==> config.mk <==
export PLATFORM = sky130hd
export DESIGN_NAME = trap_entry
export DESIGN_NICKNAME = d
export VERILOG_FILES = /design/src/rtl/trap_entry_pkg.sv /design/src/rtl/trap_lvl_bank.sv /design/src/rtl/trap_dp.sv /design/src/rtl/trap_ctrl.sv /design/src/rtl/trap_entry.sv
export SDC_FILE = /design/constraint.sdc
export NUM_CORES = 1
export LEC_CHECK = 0
export BUFFER_PORTS_ARGS = -buffer_cell sky130_fd_sc_hd__buf_2
export CORE_UTILIZATION = 45
export DETAILED_ROUTE_END_ITERATION = 10
export PLACE_DENSITY = 0.71
export SLEW_MARGIN = 15
export SYNTH_ARGS = -nofsm -noshare
export SYNTH_HDL_FRONTEND = slang
export SYNTH_HIERARCHICAL = 1
export SYNTH_SLANG_ARGS = --single-unit
==> constraint.sdc <==
create_clock -name clk -period 3.2 [get_ports clk]
set_input_delay 0.64 -clock clk [delete_from_list [all_inputs] [get_ports clk]]
set_output_delay 0.64 -clock clk [all_outputs]
set_load 0.1 [all_outputs]
==> src/rtl/trap_entry_pkg.sv <==
package trap_entry_pkg;

  typedef enum logic [1:0] {
    PRIV_U = 2'b00,
    PRIV_S = 2'b01,
    PRIV_M = 2'b11
  } privT;

  typedef enum logic [1:0] {
    CFG_DELEG = 2'd0,
    CFG_MTVEC = 2'd1,
    CFG_STVEC = 2'd2,
    CFG_NONE  = 2'd3
  } cfgSelT;

  localparam int LVL_M   = 0;
  localparam int LVL_S   = 1;
  localparam int NUM_LVL = 2;

  // strobes from control to datapath
  typedef struct packed {
    logic saveM;
    logic saveS;
    logic loadRedir;
    logic useStvec;
  } trapStrobeT;

endpackage

==> src/rtl/trap_lvl_bank.sv <==
module trap_lvl_bank #(
  parameter int XLEN    = 32,
  parameter int CAUSE_W = 5
) (
  input  logic               clk,
  input  logic               rstN,
  input  logic               saveEn,
  input  logic [XLEN-1:0]    pcIn,
  input  logic [CAUSE_W-1:0] causeIn,
  input  logic [XLEN-1:0]    tvalIn,
  input  logic               tvecWrEn,
  input  logic [XLEN-1:0]    tvecWrData,
  output logic [XLEN-1:0]    epcQ,
  output logic [XLEN-1:0]    causeQ,
  output logic [XLEN-1:0]    tvalQ,
  output logic [XLEN-1:0]    tvecQ
);

  logic [XLEN-1:0] causeExt;
  assign causeExt = XLEN'(causeIn);

  always_ff @(posedge clk) begin
    if (!rstN) begin
      epcQ   <= '0;
      causeQ <= '0;
      tvalQ  <= '0;
    end else if (saveEn) begin
      epcQ   <= pcIn;
      causeQ <= causeExt;
      tvalQ  <= tvalIn;
    end
  end

  always_ff @(posedge clk) begin
    if (!rstN)         tvecQ <= '0;
    else if (tvecWrEn) tvecQ <= tvecWrData;
  end

  p_epc_save_r5: assert property (@(posedge clk) disable iff (!rstN)
    saveEn |=> epcQ == $past(pcIn));
  p_tval_save_r6: assert property (@(posedge clk) disable iff (!rstN)
    saveEn |=> tvalQ == $past(tvalIn));
  p_cause_msb_r7: assert property (@(posedge clk) disable iff (!rstN)
    causeQ[XLEN-1] == 1'b0);
  p_bank_hold_r3: assert property (@(posedge clk) disable iff (!rstN)
    !saveEn |=> ($stable(epcQ) && $stable(causeQ) && $stable(tvalQ)));

endmodule

==> src/rtl/trap_dp.sv <==
module trap_dp
  import trap_entry_pkg::*;
#(
  parameter int XLEN    = 32,
  parameter int CAUSE_W = 5
) (
  input  logic               clk,
  input  logic               rstN,
  input  trapStrobeT         strobe,
  input  logic [CAUSE_W-1:0] excCause,
  input  logic [XLEN-1:0]    excTval,
  input  logic [XLEN-1:0]    excPc,
  input  logic               cfgWrEn,
  input  logic [1:0]         cfgSel,
  input  logic [XLEN-1:0]    cfgData,
  output logic               delegHit,
  output logic [XLEN-1:0]    redirPc,
  output logic [XLEN-1:0]    mEpc,
  output logic [XLEN-1:0]    mCause,
  output logic [XLEN-1:0]    mTval,
  output logic [XLEN-1:0]    sEpc,
  output logic [XLEN-1:0]    sCause,
  output logic [XLEN-1:0]    sTval
);

  localparam int DELEG_W = 1 << CAUSE_W;

  logic [DELEG_W-1:0] delegMask;
  logic [XLEN-1:0]    epcArr   [NUM_LVL];
  logic [XLEN-1:0]    causeArr [NUM_LVL];
  logic [XLEN-1:0]    tvalArr  [NUM_LVL];
  logic [XLEN-1:0]    tvecArr  [NUM_LVL];
  logic [XLEN-1:0]    baseSel;

  always_ff @(posedge clk) begin
    if (!rstN)
      delegMask <= '0;
    else if (cfgWrEn && cfgSel == CFG_DELEG)
      delegMask <= DELEG_W'(cfgData);
  end

  assign delegHit = delegMask[excCause];

  for (genvar gLvl = 0; gLvl < NUM_LVL; gLvl++) begin : gBank
    logic saveEn;
    logic tvecWr;
    assign saveEn = (gLvl == LVL_S) ? strobe.saveS : strobe.saveM;
    assign tvecWr = cfgWrEn &&
                    (cfgSel == ((gLvl == LVL_S) ? CFG_STVEC : CFG_MTVEC));
    trap_lvl_bank #(.XLEN(XLEN), .CAUSE_W(CAUSE_W)) i_bank (
      .clk       (clk),
      .rstN      (rstN),
      .saveEn    (saveEn),
      .pcIn      (excPc),
      .causeIn   (excCause),
      .tvalIn    (excTval),
      .tvecWrEn  (tvecWr),
      .tvecWrData(cfgData),
      .epcQ      (epcArr[gLvl]),
      .causeQ    (causeArr[gLvl]),
      .tvalQ     (tvalArr[gLvl]),
      .tvecQ     (tvecArr[gLvl])
    );
  end

  assign baseSel = strobe.useStvec ? tvecArr[LVL_S] : tvecArr[LVL_M];

  always_ff @(posedge clk) begin
    if (!rstN)                 redirPc <= '0;
    else if (strobe.loadRedir) redirPc <= {baseSel[XLEN-1:2], 2'b00};
  end

  assign mEpc   = epcArr[LVL_M];
  assign mCause = causeArr[LVL_M];
  assign mTval  = tvalArr[LVL_M];
  assign sEpc   = epcArr[LVL_S];
  assign sCause = causeArr[LVL_S];
  assign sTval  = tvalArr[LVL_S];

  p_redir_m_base_r8: assert property (@(posedge clk) disable iff (!rstN)
    (strobe.loadRedir && !strobe.useStvec) |=>
      redirPc == {$past(tvecArr[LVL_M][XLEN-1:2]), 2'b00});
  p_redir_s_base_r8: assert property (@(posedge clk) disable iff (!rstN)
    (strobe.loadRedir && strobe.useStvec) |=>
      redirPc == {$past(tvecArr[LVL_S][XLEN-1:2]), 2'b00});

endmodule

==> src/rtl/trap_ctrl.sv <==
module trap_ctrl
  import trap_entry_pkg::*;
(
  input  logic       clk,
  input  logic       rstN,
  input  logic       excValid,
  input  logic       delegHit,
  input  logic       privWrEn,
  input  logic [1:0] privWrData,
  output privT       curPriv,
  output trapStrobeT strobe,
  output logic       redirValid
);

  logic toSuper;
  logic privLegal;

  assign toSuper   = delegHit && (curPriv != PRIV_M);
  assign privLegal = (privWrData != 2'b10);

  always_comb begin
    strobe           = '0;
    strobe.saveS     = excValid && toSuper;
    strobe.saveM     = excValid && !toSuper;
    strobe.loadRedir = excValid;
    strobe.useStvec  = toSuper;
  end

  always_ff @(posedge clk) begin
    if (!rstN) begin
      curPriv    <= PRIV_M;
      redirValid <= 1'b0;
    end else begin
      redirValid <= excValid;
      if (excValid)
        curPriv <= toSuper ? PRIV_S : PRIV_M;
      else if (privWrEn && privLegal)
        curPriv <= privT'(privWrData);
    end
  end

  p_mach_stays_r4: assert property (@(posedge clk) disable iff (!rstN)
    (excValid && curPriv == PRIV_M) |=> curPriv == PRIV_M);
  p_priv_legal_r10: assert property (@(posedge clk) disable iff (!rstN)
    curPriv != 2'b10);
  p_redir_pulse_r8: assert property (@(posedge clk) disable iff (!rstN)
    !excValid |=> !redirValid);
  p_redir_follow_r8: assert property (@(posedge clk) disable iff (!rstN)
    excValid |=> redirValid);

endmodule

==> src/rtl/trap_entry.sv <==
module trap_entry
  import trap_entry_pkg::*;
#(
  parameter int XLEN    = 32,
  parameter int CAUSE_W = 5
) (
  input  logic               clk,
  input  logic               rstN,
  input  logic               excValid,
  input  logic [CAUSE_W-1:0] excCause,
  input  logic [XLEN-1:0]    excTval,
  input  logic [XLEN-1:0]    excPc,
  input  logic               cfgWrEn,
  input  logic [1:0]         cfgSel,
  input  logic [XLEN-1:0]    cfgData,
  input  logic               privWrEn,
  input  logic [1:0]         privWrData,
  output logic [1:0]         curPriv,
  output logic               redirValid,
  output logic [XLEN-1:0]    redirPc,
  output logic [XLEN-1:0]    mEpc,
  output logic [XLEN-1:0]    mCause,
  output logic [XLEN-1:0]    mTval,
  output logic [XLEN-1:0]    sEpc,
  output logic [XLEN-1:0]    sCause,
  output logic [XLEN-1:0]    sTval
);

  trapStrobeT strobe;
  privT       privQ;
  logic       delegHit;

  trap_ctrl i_ctrl (
    .clk       (clk),
    .rstN      (rstN),
    .excValid  (excValid),
    .delegHit  (delegHit),
    .privWrEn  (privWrEn),
    .privWrData(privWrData),
    .curPriv   (privQ),
    .strobe    (strobe),
    .redirValid(redirValid)
  );

  trap_dp #(.XLEN(XLEN), .CAUSE_W(CAUSE_W)) i_dp (
    .clk     (clk),
    .rstN    (rstN),
    .strobe  (strobe),
    .excCause(excCause),
    .excTval (excTval),
    .excPc   (excPc),
    .cfgWrEn (cfgWrEn),
    .cfgSel  (cfgSel),
    .cfgData (cfgData),
    .delegHit(delegHit),
    .redirPc (redirPc),
    .mEpc    (mEpc),
    .mCause  (mCause),
    .mTval   (mTval),
    .sEpc    (sEpc),
    .sCause  (sCause),
    .sTval   (sTval)
  );

  assign curPriv = privQ;

  p_one_target_r3: assert property (@(posedge clk) disable iff (!rstN)
    $onehot0({strobe.saveM, strobe.saveS}));
  p_redir_align_r8: assert property (@(posedge clk) disable iff (!rstN)
    redirValid |-> redirPc[1:0] == 2'b00);
  p_super_entry_r3: assert property (@(posedge clk) disable iff (!rstN)
    strobe.saveS |=> curPriv == 2'b01);

endmodule

-- Yosys cells after proc, flatten, opt, wreduce, memory -nomap -nowiden
Index checks and enable logic that the tools add are counted.
- register bits: 267
- input port bits: 110
- logic and storage cells: 33
- magnitude comparators: 1
- equality and inequality tests: 4
- muxes and demuxes: 6
- reduce and logical (&&, ||, !) cells: 10
- operators by type and width (kind ; number):
    32-bit 2-to-1 mux ; 1
    1-bit logical AND ; 7
    5-bit by 6-bit less-than comparator with 1-bit output, second input constant ; 1
    2-bit 2-to-1 mux ; 3
    1-bit binary-select mux with 5-bit select ; 1
    2-bit != test, second input constant ; 2
    2-bit by 1-bit == test with 1-bit output, second input constant ; 1
    2-bit == test, second input constant ; 1
    2-bit logical NOT ; 1
    2-bit nonzero test ; 1
    1-bit logical NOT ; 1
    1-bit 2-to-1 mux ; 1

-- Longest topological paths before layout
- word-level depth: 5
- gate-level depth with buffers: 14
- depth with buffers taken out: 9

-- By module
Netlist, hierarchy kept.
- modules (own cells, without submodules) (module ; times used ; cells an instance ; area an instance (µm²) ; sequential area each (µm²)):
    trap_lvl_bank ; 2 ; 354 ; 4017.6 ; 2021.9
    trap_dp ; 1 ; 321 ; 2922.8 ; 1241.2
    trap_ctrl ; 1 ; 17 ; 151.4 ; 60.1

-- Worst setup path before layout
OpenSTA, ideal clock, no wires.
- kind: input to register
- from: input port excCause[1]
- to: register i_dp.gBank[1].i_bank.epcQ[20]
- setup time: 0.120 ns
- arrival: 2.529 ns
- data required time: 3.080 ns
- path slack: 0.551 ns
- cell stages on the path: 14
- path buffers: 5
- cell sequence: buf_6 -> buf_12 -> mux2i_1 -> a22oi_1 -> nand3_1 -> nand2_1 -> a311o_1 -> a21boi_2 -> and2_2 -> buf_4 -> buf_6 -> buf_12 -> mux2i_1 -> nor2b_1
- RTL lines (element ; RTL line ; RTL):
    start: declaration ; trap_entry.sv:10 ; input logic [CAUSE_W-1:0] excCause,
    end signal: assignment ; trap_lvl_bank.sv:28 ; epcQ <= pcIn;
    end: declaration ; trap_lvl_bank.sv:13 ; output logic [XLEN-1:0] epcQ,

==> flow_summary.ini <==
[cells_and_area]
fin_util_pct = 56.1
syn2layout_area_growth_pct = 21.2
drive_gt1_share_pct = 27.0
nFillCells = 2128
final_cells = 1624
finalNetCount = 1392

[floorplanning]
die-area_mm2 = 0.0250
pin_count = 337
core.rowCount = 56
die_y_um = 158
start_util_pct = 46.3
die_w_um = 158
core-area_mm2 = 0.0237

[timing]
finalSetupViolCount = 0
rsz0062_at_grt = false
hold_violations = 0
drv_slew = 0
worstMarginPinSlew_ns = 1.09
worst_clock_skew_ns = 0.00923
slew_headroom_pct = 27.2
final.setup.tns_ns = 0
min_period_ns = 2.54
fmax_ghz = 0.394
fin_crit_sh_pct = 79.2

[global_route]
grt_pass1_vias = 7036
grt_overflow_total = 0
gr-usage-all-layers_pct = 18.8
antenna_found_initial = 1
grt_pass1_wl_mm = 37.4
grt_max_degree = 109

[power]
peakVddDrop_uv = 394
power_mw = 8.47
leakage_nw = 5.97
power_density_mw_per_mm2 = 637

[critical_path]
critPathLaunchType = input pin
crit_path_end_kind = register
worstPathArrival_ns = 2.95
r2r.worst_path.cells = 10
cp.required_ns = 3.62
r2r_start = i_dp/delegMask[19]
ff2ff_setup_slack_ns = 0.95
crit_fanout = 48
crit_start = excCause[1]
path_class = input pin to register
r2r-end = i_dp/gBank[1].i_bank/tvalQ[30]
worstSetupEndpoint = i_dp/gBank[0].i_bank/epcQ[11]

[cts]
cts_buffer_depth = 3
ctsResizeCount = 0
cts_tree = built
cts_setup_buffers = 0
htreeDepth = 1
cts_root_buf = clkbuf_16
clkSlewWorstSetupHoldPaths_ns = 0.06
cts-hold-fix-buffers = 0
numCtsBuffers = 28
clk_latency_ns = 0.53
clock-sinks = 263

[run_status]
status = completed

[synthesis]
synth.avg_cell_area_um2 = 10.6
syn_area_mm2 = 0.0110
yosys_warnings = 6
synth_cells = 1034

[routing]
avgViaCountPerCell = 4.71
drt_wl_total_mm = 24.9
post_drt_wl_per_cell_um = 15.3
ant_nets = 0
drt_first_pass_iters = 4
drtIter0Drc = 350
remaining_drc_errors = 0
num_vias = 7649

[placed_design]
placed_cells = 1571
port_buffers = 280
hpwlAfterDp_mm = 17.0
gp_congestion = 0.758

[flow_run]
maxCapViolCount = 0

[hold_path]
hold_path.class = input pin to register
## stage by stage
step | area [um2] | worst slack (ns) | hold slack, ns
2_1_floorplan | 11200 | 0.551 | 0.434
6_report | 13300 | 0.664 | 0.370
3_5_place_dp | 12300 | 0.111 | 0.448
4_1_cts | 13300 | 0.680 | 0.346
5_1_grt | 13300 | 0.545 | 0.352
3_3_place_gp | 12300 | 0.139 | 0.441
## power by group
part	switching, mW	internal, mW	total [mW]
Clock	1.30	1.99	3.29
Sequential	0.0675	3.41	3.48
Combinational	1.34	0.354	1.69
## registers in the layout, summed over array words and instances, names as in the netlist
| signal | flops |
|---|---|
| i_dp/delegMask | 32 |
| i_dp/gBank.i_bank/epcQ | 64 |
| i_dp/gBank.i_bank/tvalQ | 64 |
| i_dp/gBank.i_bank/causeQ | 10 |
| i_dp/redirPc | 30 |
| i_dp/gBank.i_bank/tvecQ | 60 |
| i_ctrl/curPriv | 2 |
| i_ctrl/redirValid | 1 |
## routing by layer
layer,GRT usage [%],up-vias,routed length [um]
li1,-,3834,-
met1,23.8,3553,10900
met2,31.9,225,12000
met3,3.91,37,1470
met4,5.40,0,520
met5,0,-,0
## layout make-up
class / instances / area [um2] / area share (%)
tap: 319 / 399 / 3.00
multi-input combinational: 691 / 5050 / 38.0
inverter: 2 / 7.51 / 0.0565
clock buffer: 39 / 843 / 6.35
timing repair buffer: 296 / 1600 / 12.1
antenna: 1 / 2.50 / 0.0188
sequential: 263 / 5270 / 39.6
clock inverter: 13 / 119 / 0.895
## worst min path at each step
stage / from / end / slack (ns) / cells after the start
after floorplan: i_dp/delegMask[0] / i_dp/delegMask[0] / 0.43 / 2
after global placement: i_dp/delegMask[30] / i_dp/delegMask[30] / 0.44 / 2
after detailed placement: i_dp/delegMask[29] / i_dp/delegMask[29] / 0.45 / 2
after CTS: privWrData[0] / i_ctrl/curPriv[0] / 0.35 / 3
after global routing: privWrData[0] / i_ctrl/curPriv[0] / 0.35 / 3
final: cfgData[0] / i_dp/delegMask[0] / 0.37 / 3
## cell usage in the layout, fill, tap and decap left out, types with 2 or more instances in the layout
master       n
buf_2      279
dfxtp_1    263
mux2i_1    244
nor2b_1    200
nand2_1    101
conb_1      56
o211a_1     30
clkbuf_16   29
a21boi_0    20
a21boi_1    12
clkinv_2    10
buf_4       10
clkbuf_8     8
buf_12       6
a21oi_1      4
a22oi_1      4
bufinv_16    2
clkbuf_1     2
inv_1        2
or3b_1       2
and2_1       2
and3b_2      2
nand3_1      2
## critical path, cell delays in order
cell and delay (ns):
buf_2 0.40, mux2i_1 0.27, a22oi_1 0.11, nand4b_1 0.10, a21oi_1 0.05, a311o_1 0.36, a21boi_4 0.17, nor2_4 0.15
buf_12 0.32, mux2i_1 0.26, nor2b_1 0.06
Power figures use the tool's default switching activity.
